`src/rtl/tmr_pkg.sv`:
```
package tmr_pkg;
    localparam int DATA_W = 16;
    localparam int ADDR_W = 3;

    localparam logic [ADDR_W-1:0] ADR_CMP_UP = 3'd0;
    localparam logic [ADDR_W-1:0] ADR_CMP_DN = 3'd1;
    localparam logic [ADDR_W-1:0] ADR_CAP    = 3'd2;
    localparam logic [ADDR_W-1:0] ADR_LOAD   = 3'd3;
    localparam logic [ADDR_W-1:0] ADR_HOLD   = 3'd4;
    localparam logic [ADDR_W-1:0] ADR_CNT    = 3'd5;
    localparam logic [ADDR_W-1:0] ADR_CTRL   = 3'd6;
    localparam logic [ADDR_W-1:0] ADR_STAT   = 3'd7;

    typedef enum logic [2:0] {
        SRC_OFF  = 3'd0,
        SRC_RISE = 3'd1,
        SRC_FALL = 3'd2,
        SRC_BOTH = 3'd3,
        SRC_GATE = 3'd4,
        SRC_QUAD = 3'd5,
        SRC_DIR  = 3'd6
    } src_e;

    typedef enum logic [1:0] {
        ST_IDLE = 2'd0,
        ST_RUN  = 2'd1,
        ST_DONE = 2'd2
    } state_e;

    typedef struct packed {
        logic [9:0] spare;
        logic       cap_en;
        logic       reinit;
        logic       one_shot;
        logic [2:0] src;
    } ctrl_t;
endpackage

```
`src/rtl/tmr_sync.sv`:
```
module tmr_sync #(
    parameter int W = 2
) (
    input  logic         clk,
    input  logic         rst_n,
    input  logic [W-1:0] din,
    output logic [W-1:0] cur,
    output logic [W-1:0] prv
);
    genvar g;
    generate
        for (g = 0; g < W; g++) begin : g_bit
            logic s1, s2, s3;
            always_ff @(posedge clk or negedge rst_n) begin
                if (!rst_n) begin
                    s1 <= 1'b0;
                    s2 <= 1'b0;
                    s3 <= 1'b0;
                end else begin
                    s1 <= din[g];
                    s2 <= s1;
                    s3 <= s2;
                end
            end
            assign cur[g] = s2;
            assign prv[g] = s3;
        end
    endgenerate
endmodule

```
`src/rtl/tmr_step_decode.sv`:
```
module tmr_step_decode
    import tmr_pkg::*;
(
    input  logic [2:0] src,
    input  logic       a_cur,
    input  logic       a_prv,
    input  logic       b_cur,
    input  logic       b_prv,
    output logic       step,
    output logic       up
);
    logic [3:0] quad_tr;
    assign quad_tr = {a_prv, b_prv, a_cur, b_cur};

    always_comb begin
        step = 1'b0;
        up   = 1'b1;
        case (src_e'(src))
            SRC_RISE: step = a_cur & ~a_prv;
            SRC_FALL: step = ~a_cur & a_prv;
            SRC_BOTH: step = a_cur ^ a_prv;
            SRC_GATE: step = a_cur;
            SRC_DIR: begin
                step = a_cur & ~a_prv;
                up   = ~b_cur;
            end
            SRC_QUAD: begin
                case (quad_tr)
                    4'b0001, 4'b0111, 4'b1110, 4'b1000: begin
                        step = 1'b1;
                        up   = 1'b1;
                    end
                    4'b0100, 4'b1101, 4'b1011, 4'b0010: begin
                        step = 1'b1;
                        up   = 1'b0;
                    end
                    default: begin
                        step = 1'b0;
                        up   = 1'b1;
                    end
                endcase
            end
            default: step = 1'b0;
        endcase
    end
endmodule

```
`src/rtl/tmr_core.sv`:
```
module tmr_core
    import tmr_pkg::*;
#(
    parameter int CW = 16
) (
    input  logic          clk,
    input  logic          rst_n,
    input  logic          step,
    input  logic          up,
    input  logic          src_on,
    input  logic          one_shot,
    input  logic          reinit,
    input  logic          ctrl_wr,
    input  logic          cnt_wr,
    input  logic [CW-1:0] cnt_wdata,
    input  logic [CW-1:0] cmp_up,
    input  logic [CW-1:0] cmp_dn,
    input  logic [CW-1:0] load_val,
    output logic [CW-1:0] cnt,
    output logic          hit,
    output logic          tog
);
    localparam logic [CW-1:0] CNT_MAX = {CW{1'b1}};

    state_e        state_q, state_d;
    logic [CW-1:0] cnt_q;
    logic          tog_q;
    logic          running;

    assign running = (state_q == ST_RUN);
    assign hit = running && step && (up ? (cnt_q == cmp_up) : (cnt_q == cmp_dn));

    always_ff @(posedge clk or negedge rst_n) begin
        if (!rst_n) state_q <= ST_IDLE;
        else        state_q <= state_d;
    end

    always_comb begin
        state_d = state_q;
        unique case (state_q)
            ST_IDLE: if (src_on) state_d = ST_RUN;
            ST_RUN: begin
                if (!src_on)              state_d = ST_IDLE;
                else if (hit && one_shot) state_d = ST_DONE;
            end
            ST_DONE: begin
                if (!src_on)      state_d = ST_IDLE;
                else if (ctrl_wr) state_d = ST_RUN;
            end
            default: state_d = ST_IDLE;
        endcase
    end

    always_ff @(posedge clk or negedge rst_n) begin
        if (!rst_n) begin
            cnt_q <= '0;
            tog_q <= 1'b0;
        end else begin
            if (cnt_wr)                cnt_q <= cnt_wdata;
            else if (hit && reinit)    cnt_q <= load_val;
            else if (running && step)  cnt_q <= up ? cnt_q + 1'b1 : cnt_q - 1'b1;
            if (hit) tog_q <= ~tog_q;
        end
    end

    assign cnt = cnt_q;
    assign tog = tog_q;


    done_hold_chk: assert property (@(posedge clk) disable iff (!rst_n)
        (state_q == ST_DONE && !cnt_wr) |=> $stable(cnt_q));


    reload_chk: assert property (@(posedge clk) disable iff (!rst_n)
        (hit && reinit && !cnt_wr) |=> (cnt_q == $past(load_val)));


    wrap_chk: assert property (@(posedge clk) disable iff (!rst_n)
        (running && step && up && !reinit && !cnt_wr && cnt_q == CNT_MAX) |=> (cnt_q == '0));
endmodule

```
`src/rtl/timer_channel.sv`:
```
module timer_channel
    import tmr_pkg::*;
(
    input  logic              clk,
    input  logic              rst_n,
    input  logic              bus_wr,
    input  logic              bus_rd,
    input  logic [ADDR_W-1:0] bus_addr,
    input  logic [DATA_W-1:0] bus_wdata,
    output logic [DATA_W-1:0] bus_rdata,
    input  logic              in_pri,
    input  logic              in_sec,
    output logic              cmp_flag,
    output logic              cap_flag,
    output logic              out_tog
);
    ctrl_t             ctrl_q;
    logic [DATA_W-1:0] cmp_up_q, cmp_dn_q, load_q, hold_q, cap_q;
    logic              cmp_flag_q, cap_flag_q;
    logic [1:0]        in_cur, in_prv;
    logic              step, up, hit, tog;
    logic [DATA_W-1:0] cnt;
    logic              cap_evt, sec_rise;
    logic              wr_ctrl, wr_cnt, wr_stat, wr_cap;

    assign wr_ctrl = bus_wr && bus_addr == ADR_CTRL;
    assign wr_cnt  = bus_wr && bus_addr == ADR_CNT;
    assign wr_stat = bus_wr && bus_addr == ADR_STAT;
    assign wr_cap  = bus_wr && bus_addr == ADR_CAP;

    tmr_sync #(.W(2)) u_sync (
        .clk  (clk),
        .rst_n(rst_n),
        .din  ({in_pri, in_sec}),
        .cur  (in_cur),
        .prv  (in_prv)
    );

    tmr_step_decode u_dec (
        .src  (ctrl_q.src),
        .a_cur(in_cur[1]),
        .a_prv(in_prv[1]),
        .b_cur(in_cur[0]),
        .b_prv(in_prv[0]),
        .step (step),
        .up   (up)
    );

    tmr_core #(.CW(DATA_W)) u_core (
        .clk      (clk),
        .rst_n    (rst_n),
        .step     (step),
        .up       (up),
        .src_on   (ctrl_q.src != 3'd0 && ctrl_q.src != 3'd7),
        .one_shot (ctrl_q.one_shot),
        .reinit   (ctrl_q.reinit),
        .ctrl_wr  (wr_ctrl),
        .cnt_wr   (wr_cnt),
        .cnt_wdata(bus_wdata),
        .cmp_up   (cmp_up_q),
        .cmp_dn   (cmp_dn_q),
        .load_val (load_q),
        .cnt      (cnt),
        .hit      (hit),
        .tog      (tog)
    );

    assign sec_rise = in_cur[0] & ~in_prv[0];
    assign cap_evt  = ctrl_q.cap_en && sec_rise && !cap_flag_q;

    always_ff @(posedge clk or negedge rst_n) begin
        if (!rst_n) begin
            ctrl_q   <= '0;
            cmp_up_q <= '0;
            cmp_dn_q <= '0;
            load_q   <= '0;
        end else if (bus_wr) begin
            unique case (bus_addr)
                ADR_CMP_UP: cmp_up_q <= bus_wdata;
                ADR_CMP_DN: cmp_dn_q <= bus_wdata;
                ADR_LOAD:   load_q   <= bus_wdata;
                ADR_CTRL:   ctrl_q   <= ctrl_t'(bus_wdata);
                default: ;
            endcase
        end
    end

    always_ff @(posedge clk or negedge rst_n) begin
        if (!rst_n) begin
            hold_q     <= '0;
            cap_q      <= '0;
            cmp_flag_q <= 1'b0;
            cap_flag_q <= 1'b0;
        end else begin
            if (bus_rd && bus_addr == ADR_CNT)                hold_q <= cnt;
            else if (bus_wr && bus_addr == ADR_HOLD)          hold_q <= bus_wdata;
            if (cap_evt)      cap_q <= cnt;
            else if (wr_cap)  cap_q <= bus_wdata;
            if (hit)                         cmp_flag_q <= 1'b1;
            else if (wr_stat && bus_wdata[0]) cmp_flag_q <= 1'b0;
            if (cap_evt)                     cap_flag_q <= 1'b1;
            else if (wr_stat && bus_wdata[1]) cap_flag_q <= 1'b0;
        end
    end

    always_comb begin
        unique case (bus_addr)
            ADR_CMP_UP: bus_rdata = cmp_up_q;
            ADR_CMP_DN: bus_rdata = cmp_dn_q;
            ADR_CAP:    bus_rdata = cap_q;
            ADR_LOAD:   bus_rdata = load_q;
            ADR_HOLD:   bus_rdata = hold_q;
            ADR_CNT:    bus_rdata = cnt;
            ADR_CTRL:   bus_rdata = ctrl_q;
            default:    bus_rdata = {{(DATA_W-2){1'b0}}, cap_flag_q, cmp_flag_q};
        endcase
    end

    assign cmp_flag = cmp_flag_q;
    assign cap_flag = cap_flag_q;
    assign out_tog  = tog;


    cmp_set_chk: assert property (@(posedge clk) disable iff (!rst_n)
        hit |=> cmp_flag_q);


    cap_block_chk: assert property (@(posedge clk) disable iff (!rst_n)
        (cap_flag_q && !(wr_stat && bus_wdata[1]) && !wr_cap) |=> ($stable(cap_q) && cap_flag_q));


    quad_invalid_chk: assert property (@(posedge clk) disable iff (!rst_n)
        (ctrl_q.src == SRC_QUAD && in_cur[1] != in_prv[1] && in_cur[0] != in_prv[0]) |-> !step);


    tog_hold_chk: assert property (@(posedge clk) disable iff (!rst_n)
        !hit |=> $stable(out_tog));
endmodule

```
`config.mk`:
```
export PLATFORM = sky130hd
export DESIGN_NAME = timer_channel
export DESIGN_NICKNAME = d
export VERILOG_FILES = /design/src/rtl/tmr_pkg.sv /design/src/rtl/tmr_sync.sv /design/src/rtl/tmr_step_decode.sv /design/src/rtl/tmr_core.sv /design/src/rtl/timer_channel.sv
export SDC_FILE = /design/constraint.sdc
export NUM_CORES = 1
export LEC_CHECK = 0
export ABC_CLOCK_PERIOD_IN_PS = 8800
export BUFFER_PORTS_ARGS = -buffer_cell sky130_fd_sc_hd__buf_2
export CORE_ASPECT_RATIO = 0.9
export CORE_MARGIN = 2
export CORE_UTILIZATION = 35
export CTS_CLUSTER_DIAMETER = 80
export CTS_CLUSTER_SIZE = 30
export DETAILED_ROUTE_END_ITERATION = 10
export PLACE_DENSITY_LB_ADDON = 0.12
export SLEW_MARGIN = 20
export SYNTH_ARGS = -nofsm -noshare
export SYNTH_HDL_FRONTEND = slang
export SYNTH_SLANG_ARGS = --single-unit
```
`constraint.sdc`:
```
create_clock -name clk -period 8.8 [get_ports clk]
set_input_delay 1.32 -clock clk [delete_from_list [all_inputs] [get_ports clk]]
set_output_delay 1.32 -clock clk [all_outputs]
set_load 0.02 [all_outputs]
```
==> results.yml, run 1 <==
status:
  status: "completed"
clock_tree:
  cts_sinks: 123
  clk_latency_ns: 0.42
  hold_buffers: 0
  htreeDepth: 4
  numCtsBuffers: 17
  post-cts-setup-buffer-count: 0
  cts_tree: "yes"
  ctsResizeCount: 0
  clk_path_buf_depth: 2
  clkTransAtPathRegs_ns: 0.06
  cts_root_buf: "clkbuf_16"
yosys:
  synth-async-reset-ratio: 1.00
  synth_area_sq_um: 7630
  synth_top_family_by_area: "multiplexers"
  synth_cells: 750
  yosys_register_bits: 123
  synth_compound_area_frac: 0.130
  synth_ff_type: "dfrtp_1"
  muxShareOfSynthArea: 0.223
  yosysUniqueCellTypes: 63
  avgSynthCellArea_sq_um: 10.2
  synth-simple-area-share: 0.144
  synth-edff-count: 0
  synth-adder-area-share: 0.0354
  yosysSeqAreaShare: 0.403
  syn-num-nets: 796
  ys_warn_count: 0
  synth_xor_area_frac: 0.0351
route:
  drc: 0
  drtIter0Drc: 451
  first_pass_iters: 4
  drt_wl_total_mm: 23.6
  avgRoutedWirePerCell_um: 21.8
  ant_nets: 0
  dr_total_vias: 6014
  drt-vias-per-instance: 5.54
die:
  io_pins: 44
  die_area_sq_um: 23000
  die_y_um: 144
  initial_utilization: 0.355
  core-area_sq_um: 21500
  rows: 51
  die_x_um: 160
timing:
  finClkSkew_ns: 0.0103
  rsz0062_at_grt: "false"
  worst_pin_slew_ns: 1.07
  fin_crit_ns: 4.70
  slew_headroom: 0.287
  hold_viol_final: 0
  slew_viol_final: 0
  finalSetupViolCount: 0
  whs_ns: 0.355
  layout_setup_ws_ns: 4.10
  finalCritPeriodShare: 0.534
  clock.fmax_ghz: 0.213
  fin_setup_tns_ns: 0
critical_path:
  crit_arrival_ns: 3.38
  max_stage_delay_ns: 0.59
  path_max_fanout: 42
  critPathTopFamily: "buffers and inverters"
  cp_cell_sequence: "buf_2 > buf_4 > inv_1 > nor2_1 > a22oi_1 > o22ai_1 > buf_2"
  worstPathRequired_ns: 7.48
  cp_common_cell: "buf_2"
  startpoint: "bus_addr[0]"
  setup.worst_path.start_class: "input port"
  cp_slowest_cell: "nor2_1"
  reg2reg_from: "u_sync.g_bit[1].s2"
  path_class: "input port to output port"
  critPathCaptureType: "output port"
  worst-path-buf-inv: 4
pwr:
  combPwrFrac: 0.340
  ir_drop_mv: 0.145
  seqPwrFrac: 0.357
  sw_frac_of_total: 0.372
  finalPower_mw: 2.66
  clkPwrFrac: 0.303
  power_density_nw_per_um2: 301
  cellLeakagePower_nw: 3.83
  internal_power_mw: 1.67
  power.switching_mw: 0.990
worst_hold_path:
  min-delay-start: "u_sync.g_bit[1].s1"
  hold_path_class: "flip-flop to flip-flop"
grt:
  first_global_vias: 6038
  grt_pass1_wl_mm: 36.5
  grt_max_degree: 72
  grt_overflow: 0
  antenna_found_initial: 0
  track_usage: 0.211
placed_design:
  pre_cts_slack_ns: 4.08
  placedCellCount: 1053
  port-buffer-count: 43
  place_congestion: 0.832
  dp_hpwl_mm: 16.5
final_layout:
  fill_cells: 2114
  final_cells: 1085
  nNetsFinal: 827
  syn_to_final_growth_pct: 15.6
  drive_gt1_frac: 0.233
  antenna_cells: 0
job:
  maxCapViolCount: 0
-- sequential cells by signal (all words and copies together), names as in the netlist, 16 cells and up --
name	count
hold_q	16
load_q	16
cmp_dn_q	16
u_core.cnt	16
ctrl_q	16
cap_q	16
cmp_up_q	16
-- cell families (layout without fill, tap and decap cells) --
| kind of cell | after synthesis | in the layout |
|---|---|---|
| and+or+nand+nor | 211 | 211 |
| AOI/OAI and AO/OA | 164 | 164 |
| muxes | 147 | 147 |
| DFF | 123 | 123 |
| buffers and inverters | 55 | 99 |
| xor gates and xnor gates | 29 | 29 |
| adders and majority gates | 21 | 21 |
-- final timing paths --
| kind | endpoint | slack (ns) | cells past startpoint |
|---|---|---|---|
| worst max-delay path | bus_rdata[11] | 4.10 | 7 |
| worst min-delay path | u_sync.g_bit[1].s2 | 0.36 | 0 |
| worst max register to register | u_core.cnt[12] | 4.37 | 14 |
| worst min register to register | u_sync.g_bit[1].s2 | 0.36 | 0 |
| max in group asynchronous | u_core.cnt[5] | 6.42 | 2 |
| min in group asynchronous | load_q[14] | 0.93 | 1 |
-- power groups by stage --
stage | Clock (mW) | Sequential (mW) | Combinational, mW
after floorplan | 0 | 0.846 | 0.697
after global placement | 0 | 0.947 | 0.884
after detailed placement | 0 | 0.950 | 0.899
after CTS | 0.816 | 0.944 | 0.904
after global routing | 0.844 | 0.974 | 0.996
final | 0.806 | 0.949 | 0.903
-- metal layers --
metal / vias up / global-route usage / routed length [um]
li1: 2818 / - / -
met1: 3037 / 0.293 / 11400
met2: 135 / 0.344 / 11000
met3: 24 / 0.0307 / 780
met4: 0 / 0.0617 / 430
met5: - / 0 / 0
-- final cells by class --
| cell class | count | area (sq um) | area share |
|---|---|---|---|
| Multi-Input combinational cell | 572 | 4350 | 0.493 |
| Sequential cell | 123 | 3080 | 0.349 |
| Clock buffer | 18 | 429 | 0.0487 |
| Tap cell | 291 | 364 | 0.0413 |
| Timing Repair Buffer | 55 | 308 | 0.0349 |
| Clock inverter | 14 | 243 | 0.0275 |
| Inverter | 12 | 47.5 | 0.00539 |
-- per-stage QoR --
stage                      util  cell area, sq um
after floorplan               -              7630
after global placement    0.379              8150
after detailed placement  0.379              8150
after CTS                 0.410              8820
after global routing      0.410              8820
final                     0.410              8820
-- cells in the final DEF (no fill, tap or decap), types with 4 or more instances in the layout --
| master | n |
|---|---|
| a21o_1 | 6 |
| a21oi_1 | 72 |
| a221oi_1 | 5 |
| a31oi_1 | 5 |
| and3_1 | 6 |
| buf_2 | 42 |
| buf_4 | 13 |
| bufinv_16 | 6 |
| clkbuf_16 | 17 |
| clkinv_4 | 5 |
| dfrtp_1 | 123 |
| ha_1 | 20 |
| inv_1 | 11 |
| mux2_2 | 67 |
| mux2i_1 | 68 |
| mux4_2 | 12 |
| nand2_1 | 46 |
| nand2b_1 | 28 |
| nand3_1 | 14 |
| nand4_1 | 11 |
| nor2_1 | 58 |
| nor2b_1 | 10 |
| nor3_1 | 6 |
| nor4_1 | 4 |
| o21ai_0 | 40 |
| o22ai_1 | 6 |
| or3_1 | 8 |
| xnor2_1 | 25 |
-- cells in the mapped netlist (3+ instances only) --
library cell	count	share of area
dfrtp_1	123	0.40
a21oi_1	72	0.047
mux2i_1	68	0.089
mux2_2	67	0.099
nor2_1	59	0.029
nand2_1	46	0.023
o21ai_0	40	0.026
clkbuf_1	34	0.017
nand2b_1	28	0.023
xnor2_1	25	0.029
ha_1	20	0.033
nand3_1	14	0.0092
mux4_2	12	0.035
inv_1	11	0.0054
nand4_1	11	0.0090
nor2b_1	11	0.0090
or3_1	8	0.0066
nor3_1	7	0.0046
a21o_1	6	0.0059
and3_1	6	0.0049
buf_1	6	0.0030
o22ai_1	6	0.0049
a221oi_1	5	0.0057
a31oi_1	5	0.0041
nor4_1	4	0.0033
a211oi_1	3	0.0030
o211ai_1	3	0.0030
xor2_1	3	0.0034
Power figures use the tool's default switching activity.
==> run 2: changes to the inputs <==
ABC_AREA = 1   (was default)
ABC_CLOCK_PERIOD_IN_PS = 4550   (was 8800)
clock period = 4.55 ns   (was 8.8 ns; I/O delays follow)
==> run 2 against run 1 <==
Register-to-register slack worse by 3.4 ns. Final area shrank 1.5%. Via count up 20%. Hold slack worse by 0.022 ns. Highest routed layer unchanged. Area after synthesis decreased by 2.2%.
==> results.yml, run 2 <==
route:
  first_pass_iters: 7
  avgRoutedWirePerCell_um: 20.1
  drt-vias-per-instance: 5.29
  drtIter0Drc: 772
  dr_total_vias: 7227
  ant_nets: 0
  drc: 0
  drt_wl_total_mm: 27.5
clock_tree:
  cts_tree: "yes"
  cts_root_buf: "clkbuf_16"
  numCtsBuffers: 17
  ctsResizeCount: 0
  cts_sinks: 123
  hold_buffers: 0
  clk_path_buf_depth: 2
  clkTransAtPathRegs_ns: 0.06
  htreeDepth: 4
  post-cts-setup-buffer-count: 0
  clk_latency_ns: 0.44
yosys:
  syn-num-nets: 1068
  synth_common_cells: "nand2_1 (305), inv_1 (135), o21ai_0 (128)"
  ys_warn_count: 0
  yosysUniqueCellTypes: 42
  yosysTopAreaCell: "dfrtp_1"
  synth_cells: 1022
  avgSynthCellArea_sq_um: 7.31
  synth_ff_type: "dfrtp_1"
  yosysTopAreaCellShare: 0.412
  synth_area_sq_um: 7470
  yosys_register_bits: 123
  yosysMostFrequentCell: "nand2_1"
  synth-edff-count: 0
  synth-async-reset-ratio: 1.00
  yosys-top-cells-area: "dfrtp_1 (41%), nand2_1 (15%), o21ai_0 (8.6%), inv_1 (6.8%), nand3_1 (5.8%)"
  yosysSeqAreaShare: 0.412
grt:
  grt_pass1_wl_mm: 42.6
  antenna_found_initial: 0
  track_usage: 0.257
  first_global_vias: 6878
  grt_max_degree: 96
  grt_overflow: 0
die:
  rows: 50
  io_pins: 44
  die_area_sq_um: 22500
  core-area_sq_um: 20900
  die_x_um: 158
  die_y_um: 143
  initial_utilization: 0.357
pwr:
  combPwrFrac: 0.341
  power.switching_mw: 1.90
  finalPower_mw: 4.76
  cellLeakagePower_nw: 4.37
  internal_power_mw: 2.86
  ir_drop_mv: 0.209
  clkPwrFrac: 0.316
  sw_frac_of_total: 0.399
  power_density_nw_per_um2: 547
  seqPwrFrac: 0.342
placed_design:
  place_congestion: 0.938
  dp_hpwl_mm: 19.4
  dpl-instance-area_sq_um: 8050
  port-buffer-count: 43
critical_path:
  setup.worst_path.start_class: "flip-flop"
  worstPathRequired_ns: 4.88
  path_class: "flip-flop to flip-flop"
  crit_arrival_ns: 3.90
  path_max_fanout: 9
  critPathCaptureType: "flip-flop"
timing:
  finalCritPeriodShare: 0.785
  worst_pin_slew_ns: 0.979
  hold_viol_final: 0
  clock.fmax_ghz: 0.280
  finalSetupViolCount: 0
  finClkSkew_ns: 0.00978
  fin_crit_ns: 3.57
  fin_setup_tns_ns: 0
  rsz0062_at_grt: "false"
  slew_headroom: 0.347
  slew_viol_final: 0
worst_hold_path:
  hold_path_class: "input port to async pin"
status:
  status: "completed"
final_layout:
  fill_cells: 2223
  final_common_cell: "nand2_1"
  antenna_cells: 0
  final_cell_mix: "nand2_1 (304), inv_1 (135), o21ai_0 (128)"
  drive_gt1_frac: 0.111
  nNetsFinal: 1114
  fin_util: 0.416
  design_area_sq_um: 8690
  syn_to_final_growth_pct: 16.3
job:
  maxCapViolCount: 0
-- run 2: changes by cell type after synthesis, moves of 67 or more --
cell and delta:
mux2_2 -67, nand3_1 +73, nand2_1 +259, o21ai_0 +88, inv_1 +124, mux2i_1 -68
-- run 2: area by class of cell --
cell class	instances	area, sq um	area share
tap	286	358	0.0412
sequential	123	3080	0.354
clock inverter	14	194	0.0223
inverter	146	548	0.0631
clock buffer	18	439	0.0506
timing repair buffer	65	399	0.0459
multi-input combinational	715	3670	0.423
-- run 2: final timing paths --
| path | from | endpoint | slack (ns) | cells past startpoint |
|---|---|---|---|---|
| max | u_sync.g_bit[1].s2 | u_core.cnt[13] | 0.98 | 19 |
| min | rst_n | ctrl_q[2] | 0.33 | 1 |
| max reg2reg | u_sync.g_bit[1].s2 | u_core.cnt[13] | 0.98 | 19 |
| min reg2reg | u_sync.g_bit[1].s1 | u_sync.g_bit[1].s2 | 0.37 | 0 |
| max in group asynchronous | rst_n | hold_q[9] | 3.24 | 2 |
| min in group clk | in_sec | u_sync.g_bit[0].s1 | 0.35 | 1 |
-- run 2: cell families (layout without fill, tap and decap cells) --
| kind of cell | Yosys count | in the layout | share of synthesized area |
|---|---|---|---|
| adder cells (fa/ha/maj) | 21 | 21 | 0.0362 |
| XOR/XNOR | 18 | 18 | 0.0211 |
| AND/OR/NAND/NOR | 450 | 450 | 0.256 |
| buffers and inverters | 184 | 243 | 0.0973 |
| AO/OA/AOI/OAI | 226 | 226 | 0.177 |
| flip-flops | 123 | 123 | 0.412 |
-- run 2: power groups by stage --
stage	Combinational, mW	Clock, mW	Sequential [mW]
2_1_floorplan	1.14	0	1.55
3_3_place_gp	1.60	0	1.64
3_5_place_dp	1.61	0	1.64
4_1_cts	1.62	1.52	1.62
5_1_grt	1.84	1.56	1.66
6_report	1.62	1.50	1.63
-- run 2: worst max-delay path, stage by stage (launching register included) --
cell     delay, ns
dfrtp_1       0.45
inv_1         0.12
ha_1          0.20
inv_1         0.05
nand2_1       0.05
nand3_2       0.11
nand2_1       0.05
nand2_1       0.07
nand2_1       0.30
ha_1          0.48
nand3_1       0.08
nand2_1       0.11
a21oi_1       0.10
o21ai_0       0.48
a21oi_1       0.18
o21ai_0       0.23
xor2_1        0.17
nand2_1       0.07
nand3_1       0.09
nand2_1       0.06
-- run 2: layer usage --
| metal | vias to the layer above | wire length [um] | global-route usage | share of wire |
|---|---|---|---|---|
| li1 | 3472 | - | - | - |
| met1 | 3475 | 13200 | 0.371 | 0.48 |
| met2 | 240 | 11900 | 0.384 | 0.43 |
| met3 | 40 | 1850 | 0.0585 | 0.067 |
| met4 | 0 | 567 | 0.0721 | 0.021 |
| met5 | - | 0 | 0 | 0 |
-- run 2: through the flow --
step / worst slack, ns / std cells / hold slack [ns]
floorplan: 1.45 / 1022 / 0.331
global placement: 1.13 / 1335 / 0.361
detailed placement: 1.03 / 1335 / 0.352
CTS: 1.01 / 1367 / 0.339
global route: 0.516 / 1367 / 0.338
finish: 0.976 / 1367 / 0.334
==> run 3: changes to the inputs <==
ABC_CLOCK_PERIOD_IN_PS = 2900   (was 4550)
clock period = 2.9 ns   (was 4.55 ns; I/O delays follow)
==> run 3 against run 2 <==
Die area unchanged. Sequential share of layout area is 1.8 points lower. Non-clock buffer count rose by 39. Clock skew about the same. Hold slack worse by 0.29 ns. Wire length up 0.94%. Register-to-register slack worse by 0.85 ns. Largest cell class unchanged. Largest power group is now combinational logic.
==> results.yml, run 3 (synthesized netlist as in run 2, its figures left out) <==
timing:
  clock.fmax_ghz: 0.361
  finClkSkew_ns: 0.0103
  finalCritPeriodShare: 0.955
  worst_pin_slew_ns: 0.716
  whs_ns: 0.0407
  fin_crit_ns: 2.77
  hold_viol_final: 0
  finalSetupViolCount: 0
  slew_viol_final: 0
  layout_setup_ws_ns: 0.131
  fin_setup_tns_ns: 0
  slew_headroom: 0.523
pwr:
  combPwrFrac: 0.361
  cellLeakagePower_nw: 4.56
  power_density_nw_per_um2: 835
  ir_drop_mv: 0.370
  power.switching_mw: 3.04
  sw_frac_of_total: 0.397
  finalPower_mw: 7.66
  seqPwrFrac: 0.338
  internal_power_mw: 4.62
  clkPwrFrac: 0.301
worst_hold_path:
  hold_path_class: "input port to async pin"
final_layout:
  fill_cells: 2203
  syn_to_final_growth_pct: 22.8
  antenna_cells: 0
  final_cell_mix: "nand2_1 (303), inv_1 (134), o21ai_0 (122), dfrtp_1 (122), nand3_1 (86)"
  final_common_cell: "nand2_1"
  final_cells: 1405
  drive_gt1_frac: 0.163
  nNetsFinal: 1153
placed_design:
  placedCellCount: 1368
  dp_hpwl_mm: 20.1
  port-buffer-count: 43
  pre_cts_slack_ns: -0.119
  place_congestion: 0.956
route:
  ant_nets: 0
  dr_total_vias: 7363
  avgRoutedWirePerCell_um: 19.7
  drt_wl_total_mm: 27.7
  first_pass_iters: 5
  drc: 0
  drtIter0Drc: 592
  drt-vias-per-instance: 5.24
status:
  status: "completed"
critical_path:
  path_max_fanout: 7
  setup.worst_path.start_class: "flip-flop"
  worstPathRequired_ns: 3.21
  worst-r2r-setup-slack_ns: 0.13
  startpoint: "u_sync.g_bit[0].s2"
  path_class: "flip-flop to flip-flop"
  reg2reg_depth: 21
  crit_end: "u_core.cnt[9]"
  reg2reg_from: "u_sync.g_bit[0].s2"
  crit_arrival_ns: 3.08
  critPathCaptureType: "flip-flop"
  regToRegEndpoint: "u_core.cnt[9]"
clock_tree:
  clk_path_buf_depth: 2
  clk_latency_ns: 0.43
  clkTransAtPathRegs_ns: 0.06
  numCtsBuffers: 17
  cts_sinks: 123
  htreeDepth: 4
  cts_root_buf: "clkbuf_16"
  cts_tree: "yes"
die:
  rows: 50
  die_area_sq_um: 22500
  io_pins: 44
  initial_utilization: 0.357
  core-area_sq_um: 20900
  die_x_um: 158
  die_y_um: 143
grt:
  track_usage: 0.256
  grt_pass1_wl_mm: 42.7
  grt_overflow: 0
  first_global_vias: 7232
  grt_max_degree: 72
  antenna_found_initial: 0
job:
  maxCapViolCount: 0
[run 3: metrics by stage]
step	cell area (sq um)	util
4_1_cts	8950	0.428
5_1_grt	9170	0.439
2_1_floorplan	7470	-
3_3_place_gp	8310	0.398
3_5_place_dp	8310	0.398
6_report	9170	0.439
[run 3: metal layers]
layer  track usage  wire length [um]
met1         0.351             12800
met2         0.396             12200
met3        0.0655              2040
met4        0.0787               694
met5             0                 0
[run 3: worst min path at each step]
stage                  startpoint                 end  slack (ns)  cells after the start
2_1_floorplan               rst_n            cap_flag        0.14                      0
3_3_place_gp   u_sync.g_bit[1].s1  u_sync.g_bit[1].s2        0.34                      0
3_5_place_dp   u_sync.g_bit[1].s1  u_sync.g_bit[1].s2        0.34                      0
4_1_cts                     rst_n   u_core.state_q[0]        0.07                      1
5_1_grt                     rst_n   u_core.state_q[0]        0.10                      1
6_report                    rst_n   u_core.state_q[0]        0.04                      1
[run 3: area by class of cell]
class,instances,area (sq um),share of cell area
Clock buffer,17,425,0.0464
Tap cell,286,358,0.0390
Timing Repair Buffer,104,742,0.0809
Clock inverter,14,195,0.0213
Multi-Input combinational cell,715,3820,0.417
Sequential cell,123,3080,0.336
Inverter,146,548,0.0598
[run 3: timing repair]
item                                    CTS  global route
buffers inserted                          1             5
pin swaps                                 0             9
hold buffers                              0             0
gates cloned                              0             0
resized for setup                         2            34
endpoints found under the setup margin    3            17
[run 3: worst max-delay path: stages (launching register included)]
cell and delay (ns):
dfrtp_1 0.40, inv_1 0.08, ha_1 0.19, inv_1 0.05, nand2_1 0.05, nand3_2 0.09, nand2_1 0.07, nand2_2 0.12
nand2_8 0.11, buf_12 0.15, ha_4 0.28, nand2_1 0.06, inv_1 0.08, a21oi_2 0.08, o21ai_4 0.23, buf_4 0.15
nand3_1 0.06, nand2_1 0.08, xnor2_1 0.12, nand2_1 0.07, nand3_1 0.07, nand2_1 0.05
[run 3: power by group through the flow]
stage	combinational, mW	clock [mW]	sequential, mW
2_1_floorplan	1.79	0	2.43
3_3_place_gp	2.60	0	2.60
3_5_place_dp	2.62	0	2.59
4_1_cts	2.63	2.33	2.57
5_1_grt	3.11	2.41	2.64
6_report	2.76	2.30	2.59
